`config.mk`:
```
export PLATFORM = sky130hd
export DESIGN_NAME = bus_break_unit
export DESIGN_NICKNAME = d
export VERILOG_FILES = /design/src/rtl/bbu_pkg.sv /design/src/rtl/bbu_regfile.sv /design/src/rtl/bbu_chan_cmp.sv /design/src/rtl/bbu_pulse.sv /design/src/rtl/bus_break_unit.sv
export SDC_FILE = /design/constraint.sdc
export NUM_CORES = 1
export LEC_CHECK = 0
export BUFFER_PORTS_ARGS = -buffer_cell sky130_fd_sc_hd__buf_2
export CAP_MARGIN = 10
export CORE_UTILIZATION = 47
export DETAILED_ROUTE_END_ITERATION = 7
export MAX_ROUTING_LAYER = met4
export PLACE_DENSITY = 0.65
export RECOVER_POWER = 100
export SLEW_MARGIN = 15
export SYNTH_ARGS = -nofsm -noshare
export SYNTH_HDL_FRONTEND = slang
export SYNTH_HIERARCHICAL = 1
export SYNTH_SLANG_ARGS = --single-unit
export TNS_END_PERCENT = 10
```
`constraint.sdc`:
```
create_clock -name clk -period 1.6 [get_ports clk]
set_input_delay 0.08 -clock clk [delete_from_list [all_inputs] [get_ports clk]]
set_output_delay 0.08 -clock clk [all_outputs]
set_load 0.05 [all_outputs]
```
`src/rtl/bbu_pkg.sv`:
```
package bbu_pkg;
  localparam int MID_W = 2;
  localparam int SEL_W = 2;
  localparam logic [3:0] BRK_LEVEL = 4'd15;

  typedef struct packed {
    logic [MID_W-1:0] mid;
    logic [1:0]       dir;
    logic [1:0]       acc;
    logic [1:0]       bus;
  } cond_t;

  localparam int COND_W = $bits(cond_t);

  // option 0 -> bit 0 of group, option 1 -> bit 1 of group
  function automatic logic grp_allows(input logic [1:0] grp, input logic second);
    return second ? grp[1] : grp[0];
  endfunction
endpackage

```
`src/rtl/bbu_regfile.sv`:
```
module bbu_regfile
  import bbu_pkg::*;
#(
  parameter int NCH    = 4,
  parameter int ADDR_W = 32,
  parameter int RA_W   = $clog2(NCH) + 3
) (
  input  logic                         clk,
  input  logic                         rst_n,
  input  logic                         wr_en,
  input  logic [RA_W-1:0]              addr,
  input  logic [ADDR_W-1:0]            wdata,
  output logic [ADDR_W-1:0]            rdata,
  input  logic [NCH-1:0]               cpu_hit,
  input  logic [NCH-1:0]               sys_hit,
  output logic [NCH-1:0][ADDR_W-1:0]   ch_addr,
  output logic [NCH-1:0][ADDR_W-1:0]   ch_mask,
  output cond_t [NCH-1:0]              ch_cond,
  output logic [SEL_W-1:0]             width_sel,
  output logic                         trig_only
);
  localparam int CH_W = $clog2(NCH);
  localparam int FL_W = 2 * NCH;

  logic [FL_W-1:0] flags;
  logic [FL_W-1:0] hits;
  logic [FL_W-1:0] keep;
  logic            is_glob;
  logic            clr_en;
  logic [CH_W-1:0] ch_idx;

  assign is_glob = addr[RA_W-1];
  assign ch_idx  = addr[CH_W+1:2];
  assign clr_en  = wr_en && is_glob && addr[0];
  assign hits    = {sys_hit, cpu_hit};
  assign keep    = clr_en ? wdata[FL_W-1:0] : '1;

  always_ff @(posedge clk) begin
    if (!rst_n) begin
      ch_addr   <= '0;
      ch_mask   <= '0;
      ch_cond   <= '0;
      width_sel <= '0;
      trig_only <= 1'b0;
      flags     <= '0;
    end else begin
      if (wr_en && !is_glob) begin
        case (addr[1:0])
          2'd0:    ch_addr[ch_idx] <= wdata;
          2'd1:    ch_mask[ch_idx] <= wdata;
          2'd2:    ch_cond[ch_idx] <= cond_t'(wdata[COND_W-1:0]);
          default: ;
        endcase
      end
      if (wr_en && is_glob && !addr[0])
        {trig_only, width_sel} <= wdata[SEL_W:0];
      // a hit in the same clock as a clearing write wins
      flags <= (flags & keep) | hits;
    end
  end

  always_comb begin
    rdata = '0;
    if (is_glob) begin
      if (addr[0]) rdata[FL_W-1:0]  = flags;
      else         rdata[SEL_W:0]   = {trig_only, width_sel};
    end else begin
      case (addr[1:0])
        2'd0:    rdata = ch_addr[ch_idx];
        2'd1:    rdata = ch_mask[ch_idx];
        2'd2:    rdata[COND_W-1:0] = ch_cond[ch_idx];
        default: rdata = '0;
      endcase
    end
  end

  assert_flag_sticky_R4: assert property (@(posedge clk) disable iff (!rst_n)
    !$past(clr_en) |-> (($past(flags) & ~flags) == '0));

  assert_flag_set_R5: assert property (@(posedge clk) disable iff (!rst_n)
    (|$past(hits)) |-> ((flags & $past(hits)) == $past(hits)));
endmodule

```
`src/rtl/bbu_chan_cmp.sv`:
```
module bbu_chan_cmp
  import bbu_pkg::*;
#(
  parameter int ADDR_W = 32
) (
  input  logic              clk,
  input  logic              rst_n,
  input  logic [ADDR_W-1:0] cfg_addr,
  input  logic [ADDR_W-1:0] cfg_mask,
  input  cond_t             cond,
  input  logic              cpu_valid,
  input  logic [ADDR_W-1:0] cpu_addr,
  input  logic              cpu_fetch,
  input  logic              cpu_write,
  input  logic              sys_valid,
  input  logic [ADDR_W-1:0] sys_addr,
  input  logic              sys_fetch,
  input  logic              sys_write,
  input  logic [MID_W-1:0]  sys_master,
  output logic              cpu_hit,
  output logic              sys_hit
);
  logic armed;
  logic cpu_addr_eq, sys_addr_eq;
  logic cpu_kind_ok, sys_kind_ok;

  assign armed       = (cond.bus != 2'b00) && (cond.acc != 2'b00) && (cond.dir != 2'b00);
  assign cpu_addr_eq = ((cpu_addr ^ cfg_addr) & ~cfg_mask) == '0;
  assign sys_addr_eq = ((sys_addr ^ cfg_addr) & ~cfg_mask) == '0;
  assign cpu_kind_ok = grp_allows(cond.acc, !cpu_fetch) && grp_allows(cond.dir, cpu_write);
  assign sys_kind_ok = grp_allows(cond.acc, !sys_fetch) && grp_allows(cond.dir, sys_write);

  assign cpu_hit = armed && cpu_valid && cond.bus[0] && cpu_addr_eq && cpu_kind_ok;
  assign sys_hit = armed && sys_valid && cond.bus[1] && sys_addr_eq && sys_kind_ok
                   && (sys_master == cond.mid);

  assert_disabled_group_R3: assert property (@(posedge clk) disable iff (!rst_n)
    ((cond.bus == 2'b00) || (cond.acc == 2'b00) || (cond.dir == 2'b00)) |-> !(cpu_hit || sys_hit));

  assert_master_filter_R6: assert property (@(posedge clk) disable iff (!rst_n)
    sys_hit |-> (sys_valid && sys_master == cond.mid));
endmodule

```
`src/rtl/bbu_pulse.sv`:
```
module bbu_pulse
  import bbu_pkg::*;
#(
  parameter int SW = SEL_W
) (
  input  logic          clk,
  input  logic          rst_n,
  input  logic          fire,
  input  logic [SW-1:0] sel,
  output logic          trig
);
  localparam int MAXW  = 1 << ((1 << SW) - 1);
  localparam int CNT_W = $clog2(MAXW + 1);

  logic [CNT_W-1:0] cnt;
  logic [CNT_W-1:0] width;

  assign width = CNT_W'(1) << sel;

  always_ff @(posedge clk) begin
    if (!rst_n)           cnt <= '0;
    else if (fire)        cnt <= width;
    else if (cnt != '0)   cnt <= cnt - 1'b1;
  end

  assign trig = (cnt != '0);

  assert_trig_start_R7: assert property (@(posedge clk) disable iff (!rst_n)
    fire |=> trig);

  assert_trig_bound_R7: assert property (@(posedge clk) disable iff (!rst_n)
    cnt <= CNT_W'(MAXW));
endmodule

```
`src/rtl/bus_break_unit.sv`:
```
module bus_break_unit
  import bbu_pkg::*;
#(
  parameter int NCH    = 4,
  parameter int ADDR_W = 32
) (
  input  logic                      clk,
  input  logic                      rst_n,
  input  logic                      reg_wr,
  input  logic [$clog2(NCH)+2:0]    reg_addr,
  input  logic [ADDR_W-1:0]         reg_wdata,
  output logic [ADDR_W-1:0]         reg_rdata,
  input  logic                      cpu_valid,
  input  logic [ADDR_W-1:0]         cpu_addr,
  input  logic                      cpu_fetch,
  input  logic                      cpu_write,
  input  logic                      sys_valid,
  input  logic [ADDR_W-1:0]         sys_addr,
  input  logic                      sys_fetch,
  input  logic                      sys_write,
  input  logic [MID_W-1:0]          sys_master,
  input  logic [3:0]                int_mask,
  output logic                      brk_req,
  output logic                      trig_out
);
  localparam int RA_W = $clog2(NCH) + 3;

  logic [NCH-1:0][ADDR_W-1:0] ch_addr;
  logic [NCH-1:0][ADDR_W-1:0] ch_mask;
  cond_t [NCH-1:0]            ch_cond;
  logic [SEL_W-1:0]           width_sel;
  logic                       trig_only;
  logic [NCH-1:0]             cpu_hit, sys_hit;
  logic                       any_hit;

  bbu_regfile #(.NCH(NCH), .ADDR_W(ADDR_W), .RA_W(RA_W)) u_regs (
    .clk(clk), .rst_n(rst_n), .wr_en(reg_wr), .addr(reg_addr),
    .wdata(reg_wdata), .rdata(reg_rdata), .cpu_hit(cpu_hit), .sys_hit(sys_hit),
    .ch_addr(ch_addr), .ch_mask(ch_mask), .ch_cond(ch_cond),
    .width_sel(width_sel), .trig_only(trig_only)
  );

  for (genvar c = 0; c < NCH; c++) begin : g_chan
    bbu_chan_cmp #(.ADDR_W(ADDR_W)) u_cmp (
      .clk(clk), .rst_n(rst_n),
      .cfg_addr(ch_addr[c]), .cfg_mask(ch_mask[c]), .cond(ch_cond[c]),
      .cpu_valid(cpu_valid), .cpu_addr(cpu_addr), .cpu_fetch(cpu_fetch), .cpu_write(cpu_write),
      .sys_valid(sys_valid), .sys_addr(sys_addr), .sys_fetch(sys_fetch), .sys_write(sys_write),
      .sys_master(sys_master), .cpu_hit(cpu_hit[c]), .sys_hit(sys_hit[c])
    );
  end

  assign any_hit = (|cpu_hit) || (|sys_hit);

  bbu_pulse #(.SW(SEL_W)) u_pulse (
    .clk(clk), .rst_n(rst_n), .fire(any_hit), .sel(width_sel), .trig(trig_out)
  );

  // level 15 is taken only below a mask of 15
  always_ff @(posedge clk) begin
    if (!rst_n) brk_req <= 1'b0;
    else        brk_req <= any_hit && !trig_only && (int_mask < BRK_LEVEL);
  end

  assert_trig_only_quiet_R8: assert property (@(posedge clk) disable iff (!rst_n)
    $past(trig_only) |-> !brk_req);

  assert_mask_blocks_R9: assert property (@(posedge clk) disable iff (!rst_n)
    ($past(int_mask) == BRK_LEVEL) |-> !brk_req);

  assert_req_has_hit_R5: assert property (@(posedge clk) disable iff (!rst_n)
    brk_req |-> $past(any_hit));
endmodule

```
==> metrics.log <==
INFO  metric clock_tree.root_cell = clkbuf_16
INFO  metric basic_gate_share_of_the_synthesized_area_counting_and_or_nand_and_nor_cells = 12.5%
INFO  metric cp-start-kind = register
INFO  metric yosysWarningCount = 6
INFO  metric synth_seq_area_share = 32.6%
INFO  metric peak_supply_drop = 887 µV
INFO  metric setup-tns-final = -21.31 ns
INFO  metric grt_pass1_vias = 19,100
INFO  metric tightestPinTransition = 0.883 ns
INFO  metric synth-main-ff-cell = dfxtp_1
INFO  metric synth_largest_type_area_fraction = 32.6%
INFO  metric synth_mux_area_share = 11.2%
INFO  metric avgSynthCellArea = 8.76 µm²
INFO  metric critical_path.max_fanout = 2
INFO  metric drv_slew = 0
INFO  metric net_count_after_synthesis = 2,248
INFO  metric ios = 150
INFO  metric hold_class = input pin to register
INFO  metric worstSetupEndpointType = output port
INFO  metric cts_sinks = 304
INFO  metric routabilityCongestion = 1.06
INFO  metric synth.lib_cells_used.distinct = 53
INFO  metric grt_pass1_wl = 120 mm
INFO  metric drt.antenna.violating_nets = 0
INFO  metric yosys-top-cells-area = dfxtp_1 (33%), xnor2_1 (12%), mux4_2 (8.3%)
INFO  metric placement_rows = 72
INFO  metric status = complete, but fails checks
INFO  metric maximum_clock_frequency = 0.448 GHz
INFO  metric wl_per_cell = 26.8 µm
INFO  metric compound_cell_area_share_of_the_yosys_netlist = 25.8%
INFO  metric drt_pass1_iterations = 6
INFO  metric setup.worst_path.class = register to output port
INFO  metric finalWorstSetupSlack = -0.634 ns
INFO  metric synth_seq_cells = 304
INFO  metric die-height = 201 µm
INFO  metric setup_violations = 116
INFO  metric powerDensity = 810 nW/µm²
INFO  metric worst-endpoint-required = 1.52 ns
INFO  metric grt_max_degree = 108
INFO  metric unrepaired_setup_endpoints_after_global_routing = yes
INFO  metric clock_tree.htree_level_count = 2
INFO  metric tritoncts = yes
INFO  metric dieWidth = 201 µm
INFO  metric timing.hold.ws = 0.0602 ns
INFO  metric nNetsFinal = 2,557
INFO  metric max-slew-margin-rel = 41.2%
INFO  metric vias = 19,500
INFO  metric synth_edf_count = 0
INFO  metric max-cap-violations = 0
INFO  metric post_synth_fa_ha_maj_area_fraction = 0.134%
INFO  metric async_flop_share = 0%
INFO  metric drc_errors = 0
INFO  metric antenna_found_initial = 7
INFO  metric syn_to_final_growth = 33.9%
INFO  metric routed_wirelength = 80.3 mm
INFO  metric number_of_drc_markers_in_iteration_0 = 2,515
INFO  metric leakagePower = 8.57 nW
INFO  metric period_share = 140%
INFO  metric numPortBuffers = 149
INFO  metric violations = negative setup slack
INFO  metric grt_use_total = 40.1%
INFO  metric fin_skew = 0.0252 ns
INFO  metric avgViaCountPerCell = 6.51
INFO  metric hpwl = 56.1 mm
INFO  metric design.die.area = 40,500 µm²
INFO  metric synth_cells = 2,130
INFO  metric synth_top_family_by_area = compound AO/OA/AOI/OAI gates
INFO  metric synth.largest_area_cell = dfxtp_1
INFO  metric synthesis.area = 18,700 µm²
INFO  metric area_of_the_placeable_core = 38,900 µm²
INFO  metric min_period = 2.23 ns
INFO  metric worstPathArrival = 2.15 ns
INFO  metric cts-root-to-sink-buffers = 3
INFO  metric synth_xor_area_share = 12.4%
INFO  metric clkTransAtPathRegs = 0.06 ns
INFO  metric initial_cell_density_of_the_core = 48.0%
INFO  metric total_cts_buffers = 37
INFO  metric layout-drive-gt1-share = 33.7%
INFO  metric final_hold_viol_count = 0
INFO  metric worst_skew_pair.late_latency = 0.57 ns
INFO  metric globalRoute.totalOverflow = 0
[Yosys cell counts, types with 4 or more instances]
library cell  instances
mux2_2                7
buf_6                 5
o21ai_0             185
nand2_1              10
o22a_1                4
nor3_2                4
clkbuf_1            124
nor4_1               10
nor3_1                5
a21boi_1            140
a21boi_0            148
o2111ai_1             8
mux2i_1              45
o22ai_1             125
buf_2                78
o21ai_1             109
nand2b_1              4
o21a_1               16
nand4_1               5
xnor2_1             256
mux4_2               69
buf_4                 9
nand3_1             303
a22oi_1               8
dfxtp_1             304
nor2_1               87
xor2_1                8
nor2b_1              16
[worst max-delay path: stages, from the launching register on]
cell	delay (ns)
dfxtp_2	0.32
buf_6	0.11
buf_6	0.10
mux4_2	0.46
mux2i_2	0.23
buf_4	0.19
nor2_4	0.04
buf_8	0.14
[registers in the layout, indices dropped and copies added (netlist names)]
register / flops
u_regs/trig_only: 1
u_regs/flags: 8
u_pulse/cnt: 4
u_regs/width_sel: 2
brk_req: 1
u_regs/ch_cond: 32
u_regs/ch_addr: 128
u_regs/ch_mask: 128
[cells in the final DEF, fill, tap and decap left out, types with 39 or more instances in the layout]
cell type,count
mux4_2,69
buf_2,111
dfxtp_2,83
dfxtp_1,210
clkbuf_16,39
nand3_1,296
buf_4,224
buf_6,65
xnor2_1,239
buf_12,43
nor2_1,66
o22ai_1,99
o21ai_1,106
a21boi_0,155
o21ai_0,183
a21boi_1,133
[cells by family (layout without fill, tap and decap cells)]
group	count (synthesis)	count (layout)
and+or+nand+nor	461	461
adders and majority gates	2	2
muxes	122	122
AOI/OAI and AO/OA	755	755
other	0	7
xor gates and xnor gates	264	264
buffers and inverters	222	559
DFF	304	304
[cell type report]
type | instances | area (µm²)
Inverter | 3 | 11.3
Clock buffer | 55 | 1150
Sequential cell | 304 | 6230
Fill cell | 3222 | 13900
Tap cell | 518 | 648
Timing Repair Buffer | 489 | 4270
Multi-Input combinational cell | 1604 | 12500
Antenna cell | 7 | 17.5
Clock inverter | 12 | 151
[metal layers]
metal | up-vias | track usage [%] | routed length [µm]
li1 | 8448 | - | -
met1 | 9485 | 52.2 | 31700
met2 | 1281 | 60.0 | 35800
met3 | 260 | 6.92 | 8310
met4 | 0 | 19.9 | 4490
met5 | - | - | 0
[power by group]
group,switching (W),internal [W],leakage [nW]
clock network,0.00355,0.00545,0.625
logic,0.00200,0.00147,5.45
registers,0.000116,0.00766,2.50
[per-stage QoR]
| stage | util (%) | instance area (µm²) | instances | power (W) | setup slack (ns) |
|---|---|---|---|---|---|
| global route | 64.2 | 25000 | 2992 | 0.0207 | -0.635 |
| CTS | 63.8 | 24800 | 2982 | 0.0202 | -0.623 |
| finish | 64.2 | 25000 | 2992 | 0.0202 | -0.634 |
| floorplan | - | 18800 | 2130 | 0.00969 | -0.181 |
| global placement | 56.8 | 22100 | 2877 | 0.0110 | -1.24 |
| detailed placement | 56.8 | 22100 | 2877 | 0.0111 | -1.21 |
[final timing paths]
path	slack [ns]	depth (start not counted)	end	from
max	-0.63	7	reg_rdata[25]	u_regs/ch_addr[121]
min	0.06	4	u_regs/ch_addr[32]	reg_addr[1]
max reg2reg	-0.61	10	u_pulse/cnt[2]	u_regs/ch_addr[10]
min reg2reg	0.51	2	u_regs/ch_cond[20]	u_regs/ch_cond[20]
[what timing repair did]
| action | in CTS | in global routing |
|---|---|---|
| resized for setup | 293 | 52 |
| endpoints found under the hold margin | 289 | 0 |
| hold buffers | 35 | 0 |
| setup endpoints to repair | 46 | 46 |
| buffers inserted | 4 | 3 |
| pin swaps | 42 | 18 |
Power figures use the tool's default switching activity.
